<file path="src/rtl/uart_irq_pkg.sv">
package uart_irq_pkg;

    typedef enum logic [1:0] {
        S_QUIET  = 2'd0,
        S_RXDATA = 2'd1,
        S_THRE   = 2'd2
    } irq_state_t;

    localparam logic [3:0] CODE_NONE = 4'b0001;
    localparam logic [3:0] CODE_RX   = 4'b0100;
    localparam logic [3:0] CODE_THRE = 4'b0010;

endpackage

</file>
<file path="src/rtl/uart_rx_trig.sv">
module uart_rx_trig #(
    parameter int CNT_W = 7,
    parameter int LVL0  = 1,
    parameter int LVL1  = 16,
    parameter int LVL2  = 32,
    parameter int LVL3  = 56
) (
    input  logic             fifo_en,
    input  logic [1:0]       trig_sel,
    input  logic [CNT_W-1:0] rx_count,
    output logic             at_level
);
    logic [CNT_W-1:0] level;

    always_comb begin
        if (!fifo_en) begin
            level = CNT_W'(1);
        end else begin
            unique case (trig_sel)
                2'd0: level = CNT_W'(LVL0);
                2'd1: level = CNT_W'(LVL1);
                2'd2: level = CNT_W'(LVL2);
                default: level = CNT_W'(LVL3);
            endcase
        end
    end

    assign at_level = (rx_count >= level);
endmodule

</file>
<file path="src/rtl/uart_err_track.sv">
module uart_err_track #(
    parameter int CNT_W = 7
) (
    input  logic       clk,
    input  logic       rst_n,
    input  logic       err_in,
    input  logic       err_out,
    input  logic       head_new,
    input  logic [3:0] head_err,
    input  logic       lsr_rd,
    output logic [3:0] sticky,
    output logic       any_bad
);
    logic [CNT_W-1:0] bad_cnt;
    logic [3:0]       sticky_q;

    always_ff @(posedge clk or negedge rst_n) begin
        if (!rst_n) begin
            bad_cnt  <= '0;
            sticky_q <= '0;
        end else begin
            if (err_in && !err_out)
                bad_cnt <= bad_cnt + CNT_W'(1);
            else if (err_out && !err_in && bad_cnt != '0)
                bad_cnt <= bad_cnt - CNT_W'(1);
            sticky_q <= (lsr_rd ? 4'b0000 : sticky_q) | (head_new ? head_err : 4'b0000);
        end
    end

    assign sticky  = sticky_q;
    assign any_bad = (bad_cnt != '0);
endmodule

</file>
<file path="src/rtl/uart_irq_fsm.sv">
module uart_irq_fsm
    import uart_irq_pkg::*;
(
    input  logic       clk,
    input  logic       rst_n,
    input  logic       rx_hit,
    input  logic       thre_en,
    input  logic       tx_fifo_empty,
    input  logic       iir_rd,
    output logic       irq,
    output logic [3:0] iir_code
);
    irq_state_t state, state_nxt;
    logic arm, arm_nxt, tx_prev, tx_rise, thre_hit;

    assign tx_rise  = tx_fifo_empty && !tx_prev;
    assign arm_nxt  = tx_rise ? 1'b1 : ((iir_rd && state == S_THRE) ? 1'b0 : arm);
    assign thre_hit = thre_en && tx_fifo_empty && arm_nxt;

    always_comb begin
        state_nxt = state;
        unique case (state)
            S_QUIET: begin
                if (rx_hit)        state_nxt = S_RXDATA;
                else if (thre_hit) state_nxt = S_THRE;
            end
            S_RXDATA: begin
                if (!rx_hit)       state_nxt = thre_hit ? S_THRE : S_QUIET;
            end
            S_THRE: begin
                if (rx_hit)        state_nxt = S_RXDATA;
                else if (!thre_hit) state_nxt = S_QUIET;
            end
            default:               state_nxt = S_QUIET;
        endcase
    end

    always_ff @(posedge clk or negedge rst_n) begin
        if (!rst_n) begin
            state   <= S_QUIET;
            arm     <= 1'b1;
            tx_prev <= 1'b1;
        end else begin
            state   <= state_nxt;
            arm     <= arm_nxt;
            tx_prev <= tx_fifo_empty;
        end
    end

    always_comb begin
        unique case (state)
            S_RXDATA: begin irq = 1'b1; iir_code = CODE_RX;   end
            S_THRE:   begin irq = 1'b1; iir_code = CODE_THRE; end
            default:  begin irq = 1'b0; iir_code = CODE_NONE; end
        endcase
    end
endmodule

</file>
<file path="src/rtl/uart_irq_status.sv">
module uart_irq_status #(
    parameter int DEPTH = 64,
    parameter int LVL0  = 1,
    parameter int LVL1  = 16,
    parameter int LVL2  = 32,
    parameter int LVL3  = 56,
    localparam int CNT_W = $clog2(DEPTH + 1)
) (
    input  logic             clk,
    input  logic             rst_n,
    input  logic             fifo_en,
    input  logic [3:0]       ier,
    input  logic [1:0]       trig_sel,
    input  logic [CNT_W-1:0] rx_count,
    input  logic             err_in,
    input  logic             err_out,
    input  logic             head_new,
    input  logic [3:0]       head_err,
    input  logic             tx_fifo_empty,
    input  logic             tx_shift_empty,
    input  logic             iir_rd,
    input  logic             lsr_rd,
    output logic             irq,
    output logic [3:0]       iir_code,
    output logic [7:0]       lsr
);
    logic at_level, polled, rx_hit, thre_en, any_bad;
    logic [3:0] sticky;

    assign polled  = fifo_en && (ier == 4'b0000);
    assign rx_hit  = ier[0] && !polled && at_level;
    assign thre_en = ier[1] && !polled;

    uart_rx_trig #(
        .CNT_W(CNT_W), .LVL0(LVL0), .LVL1(LVL1), .LVL2(LVL2), .LVL3(LVL3)
    ) u_trig (
        .fifo_en (fifo_en),
        .trig_sel(trig_sel),
        .rx_count(rx_count),
        .at_level(at_level)
    );

    uart_err_track #(.CNT_W(CNT_W)) u_err (
        .clk     (clk),
        .rst_n   (rst_n),
        .err_in  (err_in),
        .err_out (err_out),
        .head_new(head_new),
        .head_err(head_err),
        .lsr_rd  (lsr_rd),
        .sticky  (sticky),
        .any_bad (any_bad)
    );

    uart_irq_fsm u_fsm (
        .clk          (clk),
        .rst_n        (rst_n),
        .rx_hit       (rx_hit),
        .thre_en      (thre_en),
        .tx_fifo_empty(tx_fifo_empty),
        .iir_rd       (iir_rd),
        .irq          (irq),
        .iir_code     (iir_code)
    );

    assign lsr = {any_bad, tx_fifo_empty && tx_shift_empty, tx_fifo_empty,
                  sticky, rx_count != '0};
endmodule

</file>
<file path="config.mk">
export PLATFORM = sky130hd
export DESIGN_NAME = uart_irq_status
export DESIGN_NICKNAME = d
export VERILOG_FILES = /design/src/rtl/uart_irq_pkg.sv /design/src/rtl/uart_rx_trig.sv /design/src/rtl/uart_err_track.sv /design/src/rtl/uart_irq_fsm.sv /design/src/rtl/uart_irq_status.sv
export SDC_FILE = /design/constraint.sdc
export NUM_CORES = 1
export LEC_CHECK = 0
export CORE_MARGIN = 1
export CORE_UTILIZATION = 40
export DETAILED_ROUTE_END_ITERATION = 10
export GPL_ROUTABILITY_DRIVEN = 0
export HOLD_SLACK_MARGIN = 0.03
export PLACE_DENSITY_LB_ADDON = 0.3
export SLEW_MARGIN = 20
export SYNTH_ARGS = -nofsm -noshare
export SYNTH_HDL_FRONTEND = slang
export SYNTH_SLANG_ARGS = --single-unit
</file>
<file path="constraint.sdc">
create_clock -name clk -period 3.19 [get_ports clk]
set_clock_uncertainty 0.2 [all_clocks]
set_input_delay 0.957 -clock clk [delete_from_list [all_inputs] [get_ports clk]]
set_output_delay 0.957 -clock clk [all_outputs]
set_load 0.1 [all_outputs]
</file>
; Yosys cells after proc, flatten, opt, wreduce, memory -nomap -nowiden
; Index checks and enable logic that the tools add are counted.
[totals]
elab_cells = 57
out_inout_bits = 13
regBits = 15
[classes]
n_eq_ne = 7
addsub = 2
reduce_logical = 24
mux = 17
order_cmp = 1
bitwise = 1
[ops]
columns = cell, count
row1 = 7-bit two-way mux, 3
row2 = 6-bit one-hot mux with 3 select lines, 1
row3 = 7-bit nonzero test, 2
row4 = 1-bit logical AND, 12
row5 = 2-bit two-way mux, 6
row6 = 4-bit two-way mux, 2
row7 = 7-bit by 1-bit adder with 7-bit output (second input constant), 1
row8 = 7-bit >= comparator, 1
row9 = 7-bit by 1-bit subtractor with 7-bit output (second input constant), 1
row10 = 2-bit one-hot mux with 3 select lines, 1
row11 = 3-bit one-hot mux with 2 select lines, 1
row12 = 2-bit by 1-bit equality test with 1-bit output (second input constant), 2
row13 = 2-bit equality test (second input constant), 2
row14 = 1-bit zero test, 4
row15 = 2-bit zero test, 2
row16 = 4-bit zero test, 1
row17 = 4-bit OR, 1
row18 = 1-bit two-way mux, 3
row19 = 3-bit by 1-bit inequality test with 1-bit output (second input constant), 1
row20 = 3-bit by 2-bit inequality test with 1-bit output (second input constant), 1
row21 = 3-bit AND reduction, 1
row22 = 2-bit inequality test (second input constant), 1
row23 = 2-bit nonzero test, 1
row24 = 2-bit OR reduction, 1

; Longest topological paths before layout
; Gate-level depths: netlist of run 1.
[logic_depth]
ltp_word = 9
ltp_mapped = 7
depth_no_buf = 7

; Cells and area by module
; From an unflattened synthesis of run 1, not the netlist that was laid out.
[hier_totals]
hier_cells = 129
hier_area_um2 = 1194.9
[by_module_without_submodules]
columns = module, area_each_um2, n_inst, cells_per_inst
row1 = uart_err_track, 690.7, 1, 66
row2 = uart_irq_fsm, 355.3, 1, 41
row3 = uart_rx_trig, 102.6, 1, 14
row4 = uart_irq_status, 46.3, 1, 8

; Worst setup path after synthesis of run 1
; OpenSTA, ideal clock, no wires.
[synth_path]
path_type = register -> output
from = register u_fsm.state[1]
to = output port iir_code[0]
required_ns = 2.033
arrival_ns = 2.001
n_path_buf = 0
path_stages_with_launch = 4
setup_slack_ns = 0.032
path_cell_list = dfrtp_1 -> inv_1 -> ha_1 -> inv_1
[synth_between]
elab_chain_len = 2
elab_cells_between_ends = 3
cone_classes = 2 x eq/ne / 1 x mux
[synth_lines]
columns = element, line_no
row1 = from (decl), uart_irq_fsm.sv:13  ; irq_state_t state, state_nxt;
row2 = from (signal assigned), uart_irq_fsm.sv:44  ; state <= state_nxt;
row3 = 2-bit equality test / 2-bit by 1-bit equality test with 1-bit output (equally long branches), uart_irq_fsm.sv:51  ; unique case (state)
row4 = 3-bit one-hot mux with 2 select lines (*), uart_irq_fsm.sv:51
row5 = to (decl), uart_irq_status.sv:24  ; output logic [3:0] iir_code,
; Every way passes the cells marked *; elsewhere a longest branch is shown, timed or not.

; Worst setup path after layout of run 1
[layout_path]
from = input port rx_count[6]
to = output port lsr[0]
[layout_between]
elab_chain_len = 1
[layout_lines]
columns = element, line_no
row1 = from (decl), uart_irq_status.sv:14  ; input logic [CNT_W-1:0] rx_count,
row2 = 7-bit nonzero test, uart_irq_status.sv:67  ; sticky, rx_count != '0};
row3 = to (decl), uart_irq_status.sv:25  ; output logic [7:0] lsr
; No other way between the ends.

==> results of run 1 <==
[worst min path at each step]
| stage | from | end | cells after the start |
|---|---|---|---|
| floorplan | u_err.bad_cnt[5] | u_err.bad_cnt[5] | 2 |
| global placement | u_err.sticky[0] | u_err.sticky[0] | 2 |
| detailed placement | u_err.sticky[3] | u_err.sticky[3] | 2 |
| CTS | u_err.sticky[0] | u_err.sticky[0] | 2 |
| global route | u_err.sticky[0] | u_err.sticky[0] | 2 |
| finish | u_err.sticky[1] | u_err.sticky[1] | 2 |
[registers in the layout, summed over array words and instances (netlist names)]
signal,flops
u_fsm.arm,1
u_fsm.state,2
u_fsm.tx_prev,1
u_err.sticky,4
u_err.bad_cnt,7
[cells by family after synthesis]
| logic type | count (synthesis) | share of synthesized area |
|---|---|---|
| AO/OA/AOI/OAI | 30 | 0.183 |
| flip-flops | 15 | 0.325 |
| adder cells (fa/ha/maj) | 16 | 0.179 |
| XOR/XNOR | 5 | 0.0377 |
| buffers and inverters | 15 | 0.0582 |
| multiplexers | 6 | 0.0571 |
| AND/OR/NAND/NOR | 33 | 0.156 |
| other | 1 | 0.00323 |
[per-stage QoR]
stage                     hold slack (ps)  setup WS (ps)
after global placement                314           -280
after global routing                  367          -4.00
final                                 337           61.2
after detailed placement              326           -330
after floorplan                       287           32.4
after CTS                             340           33.8
[repair_timing]
item / in CTS / in global routing
resized for setup: 1 / 11
setup endpoints to repair: 1 / 1
pin swaps: 0 / 2
cloned: 0 / 0
buffers inserted: 0 / 0
[cells in the final DEF, fill, tap and decap left out, types with 2 or more instances in the layout]
cell,instances
clkdlybuf4s50_1,24
buf_4,22
dfrtp_1,13
inv_1,12
ha_1,12
o21ai_0,10
nand2_1,9
nor2_1,6
mux2_2,5
xnor2_1,4
buf_12,4
nand3_1,3
a21oi_1,3
a21o_1,3
ha_4,3
clkbuf_4,3
or4_1,2
nor3_1,2
a2bb2oi_1,2
a211o_1,2
dfstp_2,2
[cell type report]
| cell class | instances | area, um2 |
|---|---|---|
| tap | 31 | 38.8 |
| multi-input combinational | 91 | 788 |
| timing repair buffer | 50 | 485 |
| clock inverter | 1 | 5.00 |
| fill | 222 | 995 |
| clock buffer | 3 | 22.5 |
| sequential | 15 | 378 |
| inverter | 12 | 45.0 |
[critical path: stages]
cell             delay, ps
clkdlybuf4s50_1        450
nor3_1                 210
nand3_1                150
buf_12                 190
[per-layer routing]
layer  part of all wire  wire length (um)  up-vias
met5                  0                 0        -
met4              0.012                31        0
met3              0.036                92        4
met2               0.53              1370       21
met1               0.42              1100      495
li1                   -                 -      535
[where the power goes]
group | internal [uW] | switching [uW]
clock | 46.4 | 59.8
combinational | 418 | 568
sequential | 262 | 91.3
==> metrics, run 1 <==
CTS Hold Buffers Added 0; met3 Track Usage GR 0.0256; CP startpoint kind input pin; pins over their slew limit 0; vias in the first global route between 1k and 1.5k; syn_area_per_cell ~9.6 um2; met2 Track Usage GR 0.308; Starting DRT DRC Count 30; nets@finish between 200 and 250; synthesis-stage register bit count 15; die height between 50 and 60 um; Core Util, Final 0.639; Power Dens Cells just over 800 nW/um2; H-tree depth 1; Final setup viols 0; GR Overflow Total 0; commonest register cell after synthesis dfrtp_1; Max VDD drop between 1 and 1.5 mV; endpoint class of the critical path output pin; crit path DAT just under 2000 ps; Fmax 320 MHz; Layout area overhead 51.8%; cells after synthesis between 100 and 150; die width ~56 um; Seq/Total Area, Yosys 0.325; worst-margin pin slew 638 ps; Root Buffer clkbuf_4; R2R Setup Slk 850 ps; I/O Buffers 36; cell area after synthesis 1160 um2; Max-Cap Viols 0; Area after DPL 1660 um2; maximum root-to-sink buffer count 2; vias post-DR 1,055; status completed; Critical Path RT between 2000 and 2500 ps; initial core utilization 0.421; busiest metal layer after global routing met2; n_diodes 0; DRC viols 0; Clk Latency, worst-skew pair between 200 and 300 ps; GRT Total Usage 0.170; period utilization 0.981; Design Area, Final approximately 1800 um2; Final Instance Count excl. Fillers 203; crit path kind in -> out; IO Count 40; Antenna Nets Post-Route 0; largest net degree at the start of global routing 16; total CTS buffers 3; Detailed Route WL about 2.6 mm; post-synth top area share 0.280; reg-to-reg endpoint u_err.bad_cnt[1]; syn nets 164; met1 Usage GRT 0.206; Period minus WS final about 3100 ps; CP endpoint lsr[0]; number of synthesis warnings 0; reg2reg path depth 5; asr flop ratio synth 1.00; initial antenna violation count 0; dpl hpwl roughly 2.1 mm; Hold Fails Final Rpt 0; clock transition at the registers of the reported paths 90 ps; DR WL/cell ~13 um; Tot Pwr roughly 1400 uW; largest area contributor in the netlist dfrtp_1; Crit Reg-Reg Startpoint u_err.bad_cnt[2]; Placed Cells 199; via/cell ratio about 5.2; Post-synth EDFFs 0; synth cell count leaders ha_1, dfrtp_1, inv_1, o21ai_0, nand2_1; Core Region 2760 um2; setup TNS 0 ps; most frequent cell after synthesis ha_1; CTS Sinks 15; post-synth cell types 39; Hold Path Class reg -> reg; relative slew slack 0.573; full die area around 3100 um2; CTS tree built; top cells by area, synth dfrtp_1, ha_1, mux2_2; launch point of the worst path rx_count[6]; DR pass1 iterations 6; layout cell share with drive strength beyond 1 0.285; # rows 19; CP max FO 3; first-pass GRT wire length around 4.3 mm; leakage roughly 0.00081 uW
Power figures use the tool's default switching activity.
==> run 2: changes to the inputs <==
--- a/config.mk
+++ b/config.mk
@@ -5,7 +5,7 @@
 export SDC_FILE = /design/constraint.sdc
 export NUM_CORES = 1
 export LEC_CHECK = 0
-export CORE_MARGIN = 1
+export CAP_MARGIN = 10
 export CORE_UTILIZATION = 40
 export DETAILED_ROUTE_END_ITERATION = 10
 export GPL_ROUTABILITY_DRIVEN = 0
==> results of run 2 <==
No change in the layout: final DEF, timing and power equal those of run 1.
==> run 3: changes to the inputs <==
--- a/config.mk
+++ b/config.mk
@@ -8,6 +8,7 @@
 export CAP_MARGIN = 10
 export CORE_UTILIZATION = 40
 export DETAILED_ROUTE_END_ITERATION = 10
+export DONT_BUFFER_PORTS = 1
 export GPL_ROUTABILITY_DRIVEN = 0
 export HOLD_SLACK_MARGIN = 0.03
 export PLACE_DENSITY_LB_ADDON = 0.3
==> metrics, run 3 (same netlist as run 1, synthesis figures left out) <==
status completed; Max-Cap Viols 0 (unchanged); die height 55.9 um (unchanged); GRT Total Usage 0.144 (-0.0260); Hold Fails Final Rpt 0 (unchanged); crit-path leading delay family simple AND/OR/NAND/NOR gates; reg-to-reg endpoint u_fsm.state[1]; Max VDD drop 1.20 mV (+18%); Design Area, Final 1280 um2 (-27%); largest register by flop count u_err.bad_cnt; Area after DPL 1250 um2 (-25%); # rows 19 (unchanged); full die area 3120 um2 (unchanged); RSZ-0062 raised after global routing no; Clk Latency, worst-skew pair 280 ps (about the same); Root Buffer clkbuf_4; CTS tree built; Worst path max stage delay 550 ps (+100 ps); CTS Sinks 15 (unchanged); Core Region 2760 um2 (unchanged); post_cts resized 0 (-1); vias in the first global route 890 (-16%); reg2reg path depth 7 (+2); Layout area overhead 10.1%; crit path kind reg -> out; Crit Reg-Reg Startpoint u_fsm.state[0]; initial antenna violation count 0 (unchanged); maximum root-to-sink buffer count 2 (unchanged); endpoint class of the critical path output pin; vias post-DR 899 (-15%); first-pass GRT wire length 3.63 mm (-17%); total CTS buffers 3 (unchanged); Cell Chain, Critical Path or4_1, nor4_2, inv_1, buf_4; most frequent cells in the layout ha_1, dfrtp_1, inv_1; Power Dens Cells 975 nW/um2 (+19%); largest net degree at the start of global routing 16 (unchanged); Hold Path Class in -> async; Min Hold Slack 162 ps (-175 ps); DR pass1 iterations 4 (-2); leakage 0.000598 uW (-26%); GR Overflow Total 0 (unchanged); Antenna Nets Post-Route 0 (unchanged); period utilization 0.935 (-0.0458); Fmax 335 MHz (+4.9%); relative slew slack 0.402 (-0.171); clock transition at the registers of the reported paths 80 ps (about the same); Buf+Inv Stages, Crit Path 2 (unchanged); via/cell ratio 5.52 (+6.1%); CP max stage cell or4_1; Period minus WS final 2980 ps (-146 ps); nets@finish 176 (-19%); setup TNS 0 ps (unchanged); DRC viols 0 (unchanged); Setup Fix Bufs, Post-CTS 0 (unchanged); crit path DAT 1830 ps (-140 ps); initial core utilization 0.421 (unchanged); Final setup viols 0 (unchanged); max reg flops 7 (unchanged); commonest non-fill, non-tap cell in the layout ha_1; Place WS 80.7 ps (+410 ps); IO Count 40 (unchanged); CTS Hold Buffers Added 0 (unchanged); Tot Pwr 1250 uW (-14%); Starting DRT DRC Count 18 (-40%); DR WL/cell 12.9 um (+1.3%); layout cell share with drive strength beyond 1 0.189 (-0.0955); R2R Setup Slk 790 ps (-60 ps); dpl hpwl 1.70 mm (-18%); Critical Path RT 2030 ps (about the same); worst-margin pin slew 897 ps (+259 ps); Detailed Route WL 2.11 mm (-19%); n_diodes 0 (unchanged); post-route setup slack 207 ps (+146 ps); CP startpoint kind flop; die width 55.9 um (unchanged); CP max FO 3 (unchanged); I/O Buffers 0 (-100%); pins over their slew limit 0 (unchanged); H-tree depth 1 (unchanged)
## run 3: changes by cell type in the layout (fill, tap and decap cells not counted), moves of 3 or more
cell,previous run,this run
clkdlybuf4s50_1,24,0
buf_4,22,10
buf_12,4,0
ha_1,12,15
ha_4,3,0
## run 3: how the worst max path moves through the flow
stage	from	endpoint	slack (ps)	cells after the start
floorplan	u_fsm.state[1]	iir_code[0]	30	3
global placement	err_in	u_err.bad_cnt[6]	120	7
detailed placement	err_in	u_err.bad_cnt[6]	80	7
CTS	u_err.bad_cnt[3]	lsr[7]	170	4
global route	u_err.bad_cnt[3]	lsr[7]	60	4
finish	u_err.bad_cnt[3]	lsr[7]	210	4
## run 3: area by class of cell
| cell class | count | area [um2] |
|---|---|---|
| clock buffer | 4 | 26.3 |
| fill | 271 | 1480 |
| inverter | 12 | 45.0 |
| multi-input combinational | 91 | 716 |
| sequential | 15 | 378 |
| tap | 31 | 38.8 |
| timing repair buffer | 10 | 75.1 |
## run 3: through the flow
step                      std cells   util
final                           163  0.464
after global routing            163  0.464
after CTS                       163  0.464
after detailed placement        159  0.454
after global placement          159  0.454
after floorplan                 121      -
## run 3: worst reg2reg max path: stages, from the launching register on
cell and delay (ps):
dfrtp_1 400, inv_1 100, ha_1 260, a21bo_2 210, a21oi_1 290, mux2_2 390
a22o_1 240, a32o_1 200
## run 3: power by group
part / switching (uW) / leakage (uW) / total [uW] / internal, uW
Combinational: 480 / 0.000404 / 778 / 298
Clock: 56.3 / 0.0000150 / 105 / 48.5
Sequential: 102 / 0.000179 / 363 / 262
Total: 638 / 0.000598 / 1250 / 608
## run 3: per-layer routing
| layer | track usage | wire, um |
|---|---|---|
| met4 | 0.0836 | 36 |
| met3 | 0.0140 | 69 |
| met5 | 0 | 0 |
| met2 | 0.260 | 1110 |
| met1 | 0.164 | 894 |
